## config.mk

```make
export PLATFORM = sky130hd
export DESIGN_NAME = par_port_unit
export DESIGN_NICKNAME = d
export VERILOG_FILES = /design/src/rtl/ppi_pkg.sv /design/src/rtl/ppi_cmd_dec.sv /design/src/rtl/ppi_latch.sv /design/src/rtl/ppi_rd_mux.sv /design/src/rtl/par_port_unit.sv
export SDC_FILE = /design/constraint.sdc
export NUM_CORES = 1
export LEC_CHECK = 0
export BUFFER_PORTS_ARGS = -buffer_cell sky130_fd_sc_hd__buf_2
export CAP_MARGIN = 40
export CORE_UTILIZATION = 50
export DETAILED_ROUTE_END_ITERATION = 8
export PLACE_DENSITY = 0.84
export SYNTH_ARGS = -nofsm -noshare
export SYNTH_HDL_FRONTEND = slang
export SYNTH_SLANG_ARGS = --single-unit
```

## constraint.sdc

```tcl
create_clock -name clk_i -period 3.4 [get_ports clk_i]
set_input_delay 0.68 -clock clk_i [delete_from_list [all_inputs] [get_ports clk_i]]
set_output_delay 0.68 -clock clk_i [all_outputs]
set_load 0.03 [all_outputs]
```

## src/rtl/ppi_pkg.sv

```systemverilog
package ppi_pkg;
  localparam int PW = 8;

  typedef enum logic [1:0] {
    SEL_A   = 2'b00,
    SEL_B   = 2'b01,
    SEL_C   = 2'b10,
    SEL_CMD = 2'b11
  } sel_e;

  typedef struct packed {
    logic [1:0] a_mode;
    logic       a_in;
    logic       ch_in;
    logic       b_mode;
    logic       b_in;
    logic       cl_in;
  } cfg_t;

  localparam cfg_t CFG_RST = '{a_mode: 2'd0, a_in: 1'b1, ch_in: 1'b1,
                               b_mode: 1'b0, b_in: 1'b1, cl_in: 1'b1};
endpackage

```

## src/rtl/ppi_cmd_dec.sv

```systemverilog
module ppi_cmd_dec
  import ppi_pkg::*;
#(
  parameter int W = 8,
  localparam int IW = $clog2(W)
) (
  input  logic          clk_i,
  input  logic          rst_ni,
  input  logic          cmd_we_i,
  input  logic [W-1:0]  cmd_i,
  output cfg_t          cfg_o,
  output logic          clr_o,
  output logic          bit_we_o,
  output logic [IW-1:0] bit_idx_o,
  output logic          bit_val_o
);
  localparam int MSB = W - 1;

  cfg_t cfg_q;
  logic is_mdef;
  logic hs_mode;

  assign is_mdef = cmd_i[MSB];
  assign hs_mode = (cfg_q.a_mode != 2'd0) || cfg_q.b_mode;

  always_ff @(posedge clk_i or negedge rst_ni) begin
    if (!rst_ni) begin
      cfg_q <= CFG_RST;
    end else if (cmd_we_i && is_mdef) begin
      // codes 10 and 11 both select mode 2
      cfg_q.a_mode <= cmd_i[6] ? 2'd2 : {1'b0, cmd_i[5]};
      cfg_q.a_in   <= cmd_i[4];
      cfg_q.ch_in  <= cmd_i[3];
      cfg_q.b_mode <= cmd_i[2];
      cfg_q.b_in   <= cmd_i[1];
      cfg_q.cl_in  <= cmd_i[0];
    end
  end

  assign cfg_o     = cfg_q;
  assign clr_o     = cmd_we_i && is_mdef;
  assign bit_we_o  = cmd_we_i && !is_mdef && hs_mode;
  assign bit_idx_o = cmd_i[IW:1];
  assign bit_val_o = cmd_i[0];
endmodule

```

## src/rtl/ppi_latch.sv

```systemverilog
module ppi_latch #(
  parameter int W = 8,
  localparam int IW = $clog2(W)
) (
  input  logic          clk_i,
  input  logic          rst_ni,
  input  logic          clr_i,
  input  logic          we_i,
  input  logic [W-1:0]  d_i,
  input  logic          bit_we_i,
  input  logic [IW-1:0] bit_idx_i,
  input  logic          bit_val_i,
  output logic [W-1:0]  q_o
);
  logic [W-1:0] q_q;
  logic [W-1:0] q_d;

  always_comb begin
    q_d = q_q;
    if (clr_i) begin
      q_d = '0;
    end else if (we_i) begin
      q_d = d_i;
    end else if (bit_we_i) begin
      q_d[bit_idx_i] = bit_val_i;
    end
  end

  always_ff @(posedge clk_i or negedge rst_ni) begin
    if (!rst_ni) q_q <= '0;
    else         q_q <= q_d;
  end

  assign q_o = q_q;
endmodule

```

## src/rtl/ppi_rd_mux.sv

```systemverilog
module ppi_rd_mux
  import ppi_pkg::*;
#(
  parameter int W = 8,
  localparam int H = W / 2
) (
  input  logic         cs_ni,
  input  logic         rd_ni,
  input  logic [1:0]   addr_i,
  input  cfg_t         cfg_i,
  input  logic [W-1:0] pa_i,
  input  logic [W-1:0] pb_i,
  input  logic [W-1:0] pc_i,
  input  logic [W-1:0] la_i,
  input  logic [W-1:0] lb_i,
  input  logic [W-1:0] lc_i,
  output logic [W-1:0] rdata_o,
  output logic         oe_o
);
  logic         rd_act;
  logic [W-1:0] sel_val;

  assign rd_act = !cs_ni && !rd_ni;

  always_comb begin
    unique case (sel_e'(addr_i))
      SEL_A:   sel_val = cfg_i.a_in ? pa_i : la_i;
      SEL_B:   sel_val = cfg_i.b_in ? pb_i : lb_i;
      SEL_C:   sel_val = {cfg_i.ch_in ? pc_i[W-1:H] : lc_i[W-1:H],
                          cfg_i.cl_in ? pc_i[H-1:0] : lc_i[H-1:0]};
      default: sel_val = '0;
    endcase
  end

  assign rdata_o = rd_act ? sel_val : '0;
  assign oe_o    = rd_act;
endmodule

```

## src/rtl/par_port_unit.sv

```systemverilog
module par_port_unit
  import ppi_pkg::*;
(
  input  logic          clk_i,
  input  logic          rst_ni,
  input  logic          cs_ni,
  input  logic          rd_ni,
  input  logic          wr_ni,
  input  logic [1:0]    addr_i,
  input  logic [PW-1:0] wdata_i,
  output logic [PW-1:0] rdata_o,
  output logic          rdata_oe_o,
  input  logic [PW-1:0] pa_i,
  output logic [PW-1:0] pa_o,
  output logic [PW-1:0] pa_oe_o,
  input  logic [PW-1:0] pb_i,
  output logic [PW-1:0] pb_o,
  output logic [PW-1:0] pb_oe_o,
  input  logic [PW-1:0] pc_i,
  output logic [PW-1:0] pc_o,
  output logic [PW-1:0] pc_oe_o,
  output logic [1:0]    grp_a_mode_o,
  output logic          grp_b_mode_o
);
  localparam int NP = 3;
  localparam int H  = PW / 2;
  localparam int IW = $clog2(PW);

  cfg_t          cfg;
  logic          wr_act;
  logic          clr;
  logic          bit_we;
  logic [IW-1:0] bit_idx;
  logic          bit_val;
  logic [PW-1:0] lat [NP];

  assign wr_act = !cs_ni && !wr_ni;

  ppi_cmd_dec #(.W(PW)) i_cmd (
    .clk_i     (clk_i),
    .rst_ni    (rst_ni),
    .cmd_we_i  (wr_act && (addr_i == SEL_CMD)),
    .cmd_i     (wdata_i),
    .cfg_o     (cfg),
    .clr_o     (clr),
    .bit_we_o  (bit_we),
    .bit_idx_o (bit_idx),
    .bit_val_o (bit_val)
  );

  for (genvar k = 0; k < NP; k++) begin : g_port
    ppi_latch #(.W(PW)) i_lat (
      .clk_i     (clk_i),
      .rst_ni    (rst_ni),
      .clr_i     (clr),
      .we_i      (wr_act && (addr_i == 2'(k))),
      .d_i       (wdata_i),
      .bit_we_i  ((k == NP - 1) ? bit_we : 1'b0),
      .bit_idx_i (bit_idx),
      .bit_val_i (bit_val),
      .q_o       (lat[k])
    );
  end

  ppi_rd_mux #(.W(PW)) i_rd (
    .cs_ni   (cs_ni),
    .rd_ni   (rd_ni),
    .addr_i  (addr_i),
    .cfg_i   (cfg),
    .pa_i    (pa_i),
    .pb_i    (pb_i),
    .pc_i    (pc_i),
    .la_i    (lat[0]),
    .lb_i    (lat[1]),
    .lc_i    (lat[2]),
    .rdata_o (rdata_o),
    .oe_o    (rdata_oe_o)
  );

  assign pa_o         = lat[0];
  assign pb_o         = lat[1];
  assign pc_o         = lat[2];
  assign pa_oe_o      = {PW{~cfg.a_in}};
  assign pb_oe_o      = {PW{~cfg.b_in}};
  assign pc_oe_o      = {{H{~cfg.ch_in}}, {H{~cfg.cl_in}}};
  assign grp_a_mode_o = cfg.a_mode;
  assign grp_b_mode_o = cfg.b_mode;
endmodule

```

* Word-level counts from Yosys, hierarchy flattened
Cells that the tools add are included.
Cells by class: order comparisons 2, equality and inequality tests 3, mux-type cells 17, bitwise logic cells 4, reductions and logical operators 20
Operators by type and width (number):
- two-way mux 8 bit | 10
- case mux 8 bit (3 select lines) | 1
- logical AND 1 bit | 10
- bitwise mux 8 bit | 1
- two-way mux 4 bit | 2
- nonzero test 2 bit | 3
- == test 2 bit (second input constant) | 2
- zero test 1 bit | 4
- less-than comparator 3 x 4 -> 1 bit (second input constant) | 1
- inverter 1 bit | 4
- demux 1 bit (select 3 bit) | 1
- >= comparator 3 x 1 -> 1 bit (second input constant) | 1
- nonzero test 3 bit | 1
- == test 2 x 1 -> 1 bit (second input constant) | 1
- zero test 2 bit | 1
- two-way mux 2 bit | 1
- logical OR 1 bit | 1
- two-way mux 1 bit | 1
Storage, ports and cells: flip-flop bits (word level) 31, input bits 39, output and inout port bits 60, logic and storage cells 55

* Depth between registers and ports, before layout
depth after elaboration 8, depth in mapped cells 6, gate-level depth less buffers 4

* Hierarchy
A second synthesis with hierarchy kept.
Second synthesis, totals: cells, all modules 263, area total of the unflattened synthesis 2531.2 µm²
By module, submodules not included:
- ppi_latch | times used 3, cells an instance 51, area an instance 496.7 µm²
- ppi_rd_mux | times used 1, cells an instance 58, area an instance 486.7 µm²
- ppi_cmd_dec | times used 1, cells an instance 23, area an instance 349.1 µm²
- par_port_unit | times used 1, cells an instance 29, area an instance 205.2 µm²

* Worst setup path after synthesis
Ideal clock, no wire load.
kind input -> output, start point in addr_i[0], end point out rdata_o[0], arrival 1.935 ns, path slack 0.785 ns, stages 4, buffers on the path 2, cell sequence buf_4 clkbuf_1 a211oi_1 o21a_1
On the way: cells in the longest elaborated chain, start to end 3, elaborated cells between the ends (all ways) 5
Ends and longest elaborated chain:
- start: declaration | RTL line par_port_unit.sv:9 | input logic [1:0] addr_i,
- == test 2 bit (tied with other cells) | RTL line ppi_rd_mux.sv:26 | unique case (sel_e'(addr_i))
- case mux 8 bit (3 select lines) * | RTL line ppi_rd_mux.sv:26
- two-way mux 8 bit * | RTL line ppi_rd_mux.sv:35 | assign rdata_o = rd_act ? sel_val : '0;
- end: declaration | RTL line par_port_unit.sv:11 | output logic [PW-1:0] rdata_o,
Every way passes the cells marked *; elsewhere a longest branch is shown, timed or not.

* Worst setup path after layout
start point in addr_i[0], end point out rdata_o[1]
Same word-level chain as after synthesis.

==> metrics.cfg <==
[status]
status=completed

[critical_path]
start_kind=primary input
r2r-start=i_cmd.cfg_o[6]$_DFFE_PN0P_
critPathMaxFanout=25
crit_chain=buf_2 > nand2b_1 > nor2_1 > o21a_1 > buf_2
path_buf_inv=2
cpMostUsedCell=buf_2
slowest_delay_ns=0.42
critical_path_class=primary input to output port
path_delay_family=buffers and inverters
critPathLaunch=addr_i[0]
arrival_ns=1.91
worst_ep_required_time_ns=2.72
cp_slowest_cell=buf_2
end_kind=output port

[drt]
drtIter0Drc=142
num_vias=2078
routed_wl_um=6060
dr.pass1.iters=4
routedWlPerCell_um=16.5
drc=0
vias_per_cell=5.65
ant_nets=0

[finish]
finalInstanceArea_sq_um=2610
drive_above_1_share=0.387
layout-area-overhead-vs-synth_pct=17.3
fill_cells=359
regArea_sq_um=781
final-instance-count-excl-fill=368
multiInputGateArea_sq_um=1140
antenna_cells=0
nets=356

[yosys]
syn-cell-area_sq_um=2220
synthArstFlopShare=1.00
synth-seq-cells=31
yosysWarnings=0
synth_nets=290
synth-edff-count=0
synth_seq_area_share=0.351
synth_flop_cell=dfrtp_1
ys_types=37
synth_area_per_cell_sq_um=8.85
syn_inst=251

[grt]
busiest_layer=met2
grt_max_degree=32
grt_overflow=0
grt_util_met3=0.0526
antenna_found_initial=0
grtUsageMet2=0.452
grt_pass1_wl_um=8860
grt_usage=0.268
grt_pass1_vias=1861
use_met1=0.307

[floorplan]
core.rowCount=23
io_pins=99
die_x_um=68.7
die_area_sq_um=4710
core_sq_um=4140
initial_core_util=0.536
die_h_um=68.7

[timing]
min_period_ns=2.59
maxClockFrequency_mhz=387
skew_ns=0.000668
tns_ns=0
drv_slew=0
post-route-period-util=0.761
rsz0062_at_grt=no
maxSlewHeadroom=0.520
setup-violations-final=0
final-hold-violation-count=0
tightest_slew_ns=0.715

[power]
power_density_nw_per_um2=580
ir_drop_uv=270
p_leak_nw=1.29

[clock_network]
cts_resized=0
numCtsBuffers=5
cts_root_buf=clkbuf_8
path_clk_slew_ns=0.06
cts.sinks=31
insertion_delay_ns=0.28
holdBufCountCts=0
cts_buffer_depth=2
cts_tree=done
h-tree-depth=2
cts_setup_buffers=0

[placed_design]
gp_congestion=0.916
io_buffers=98
dp_hpwl_um=4550
dp.cells=360
placed_cell_area_sq_um=2510

[flow_run]
cap_violations=0

[min_path]
min_path_type=primary input to async pin

## final timing paths
check | cells after the start | slack [ns] | endpoint
min in group clk_i | 2 | 0.52 | i_cmd.cfg_o[2]$_DFFE_PN0P_
min | 1 | 0.44 | g_port[2].i_lat.q_o[0]$_DFFE_PN0P_
min reg2reg | 2 | 0.52 | i_cmd.cfg_o[2]$_DFFE_PN0P_
max reg2reg | 4 | 1.87 | g_port[2].i_lat.q_o[3]$_DFFE_PN0P_
max | 5 | 0.81 | rdata_o[1]
max in group asynchronous | 1 | 2.51 | i_cmd.cfg_o[5]$_DFFE_PN0P_
## kinds of logic (layout without fill, tap and decap cells)
group                  after synthesis  count (layout)  synth area share
and+or+nand+nor                     93              93             0.227
AOI/OAI and AO/OA                   53              53             0.159
buffers and inverters               46             113             0.135
DFF                                 31              31             0.351
muxes                               28              28             0.128
## state kept, by name, summed over array words and instances (netlist names)
register	cells
g_port.i_lat.q_o	24
i_cmd.cfg_o	7
## Yosys cell counts (4+ instances only)
| master | number | share of area |
|---|---|---|
| a211oi_1 | 20 | 0.068 |
| a21oi_1 | 9 | 0.020 |
| buf_4 | 23 | 0.078 |
| clkbuf_1 | 11 | 0.019 |
| dfrtp_1 | 27 | 0.30 |
| dfstp_2 | 4 | 0.047 |
| inv_1 | 6 | 0.010 |
| mux2_2 | 4 | 0.020 |
| mux2i_1 | 24 | 0.11 |
| nand2_1 | 38 | 0.064 |
| nor2_1 | 19 | 0.032 |
| nor2b_1 | 8 | 0.023 |
| nor3_1 | 5 | 0.011 |
| o21a_1 | 8 | 0.027 |
| o21ai_0 | 12 | 0.027 |
## cells in the final DEF, fill, tap and decap left out, types with 4 or more instances in the layout
cell / Yosys / layout
inv_1: 6 / 6
dfstp_2: 4 / 4
o21a_1: 8 / 8
o21ai_0: 12 / 12
mux2i_1: 24 / 24
dfrtp_1: 27 / 27
buf_2: 2 / 98
nor3_1: 5 / 5
nor2b_1: 8 / 8
nor2_1: 19 / 19
a211oi_1: 20 / 20
mux2_2: 4 / 4
a21oi_1: 9 / 9
clkbuf_8: 3 / 7
nand2_1: 38 / 38
## per-layer routing
metal	up-vias	wire length, um
met4	0	265
met5	-	0
met3	20	403
li1	986	-
met1	974	2420
met2	98	2970
## power breakdown
part | total [W] | internal, W | switching, W
Combinational | 0.000663 | 0.000206 | 0.000457
Sequential | 0.000529 | 0.000446 | 0.0000836
Clock | 0.000320 | 0.000185 | 0.000136
Total | 0.00151 | 0.000836 | 0.000676
## metrics by stage
step           setup WS, ns  total power, W  hold slack (ns)  utilization
2_1_floorplan         0.785         0.00107            0.384            -
5_1_grt               0.731         0.00159            0.487        0.629
3_5_place_dp          0.824         0.00120            0.511        0.605
4_1_cts               0.823         0.00152            0.458        0.629
6_report              0.813         0.00151            0.441        0.629
3_3_place_gp          0.874         0.00118            0.507        0.605
## cell type report
cell class | count | share of cell area
clock buffers | 8 | 0.0384
well taps | 50 | 0.0240
multi-input cells | 174 | 0.438
repair buffers | 99 | 0.191
inverters | 6 | 0.00864
flip-flops and latches | 31 | 0.300
Power figures use the tool's default switching activity.
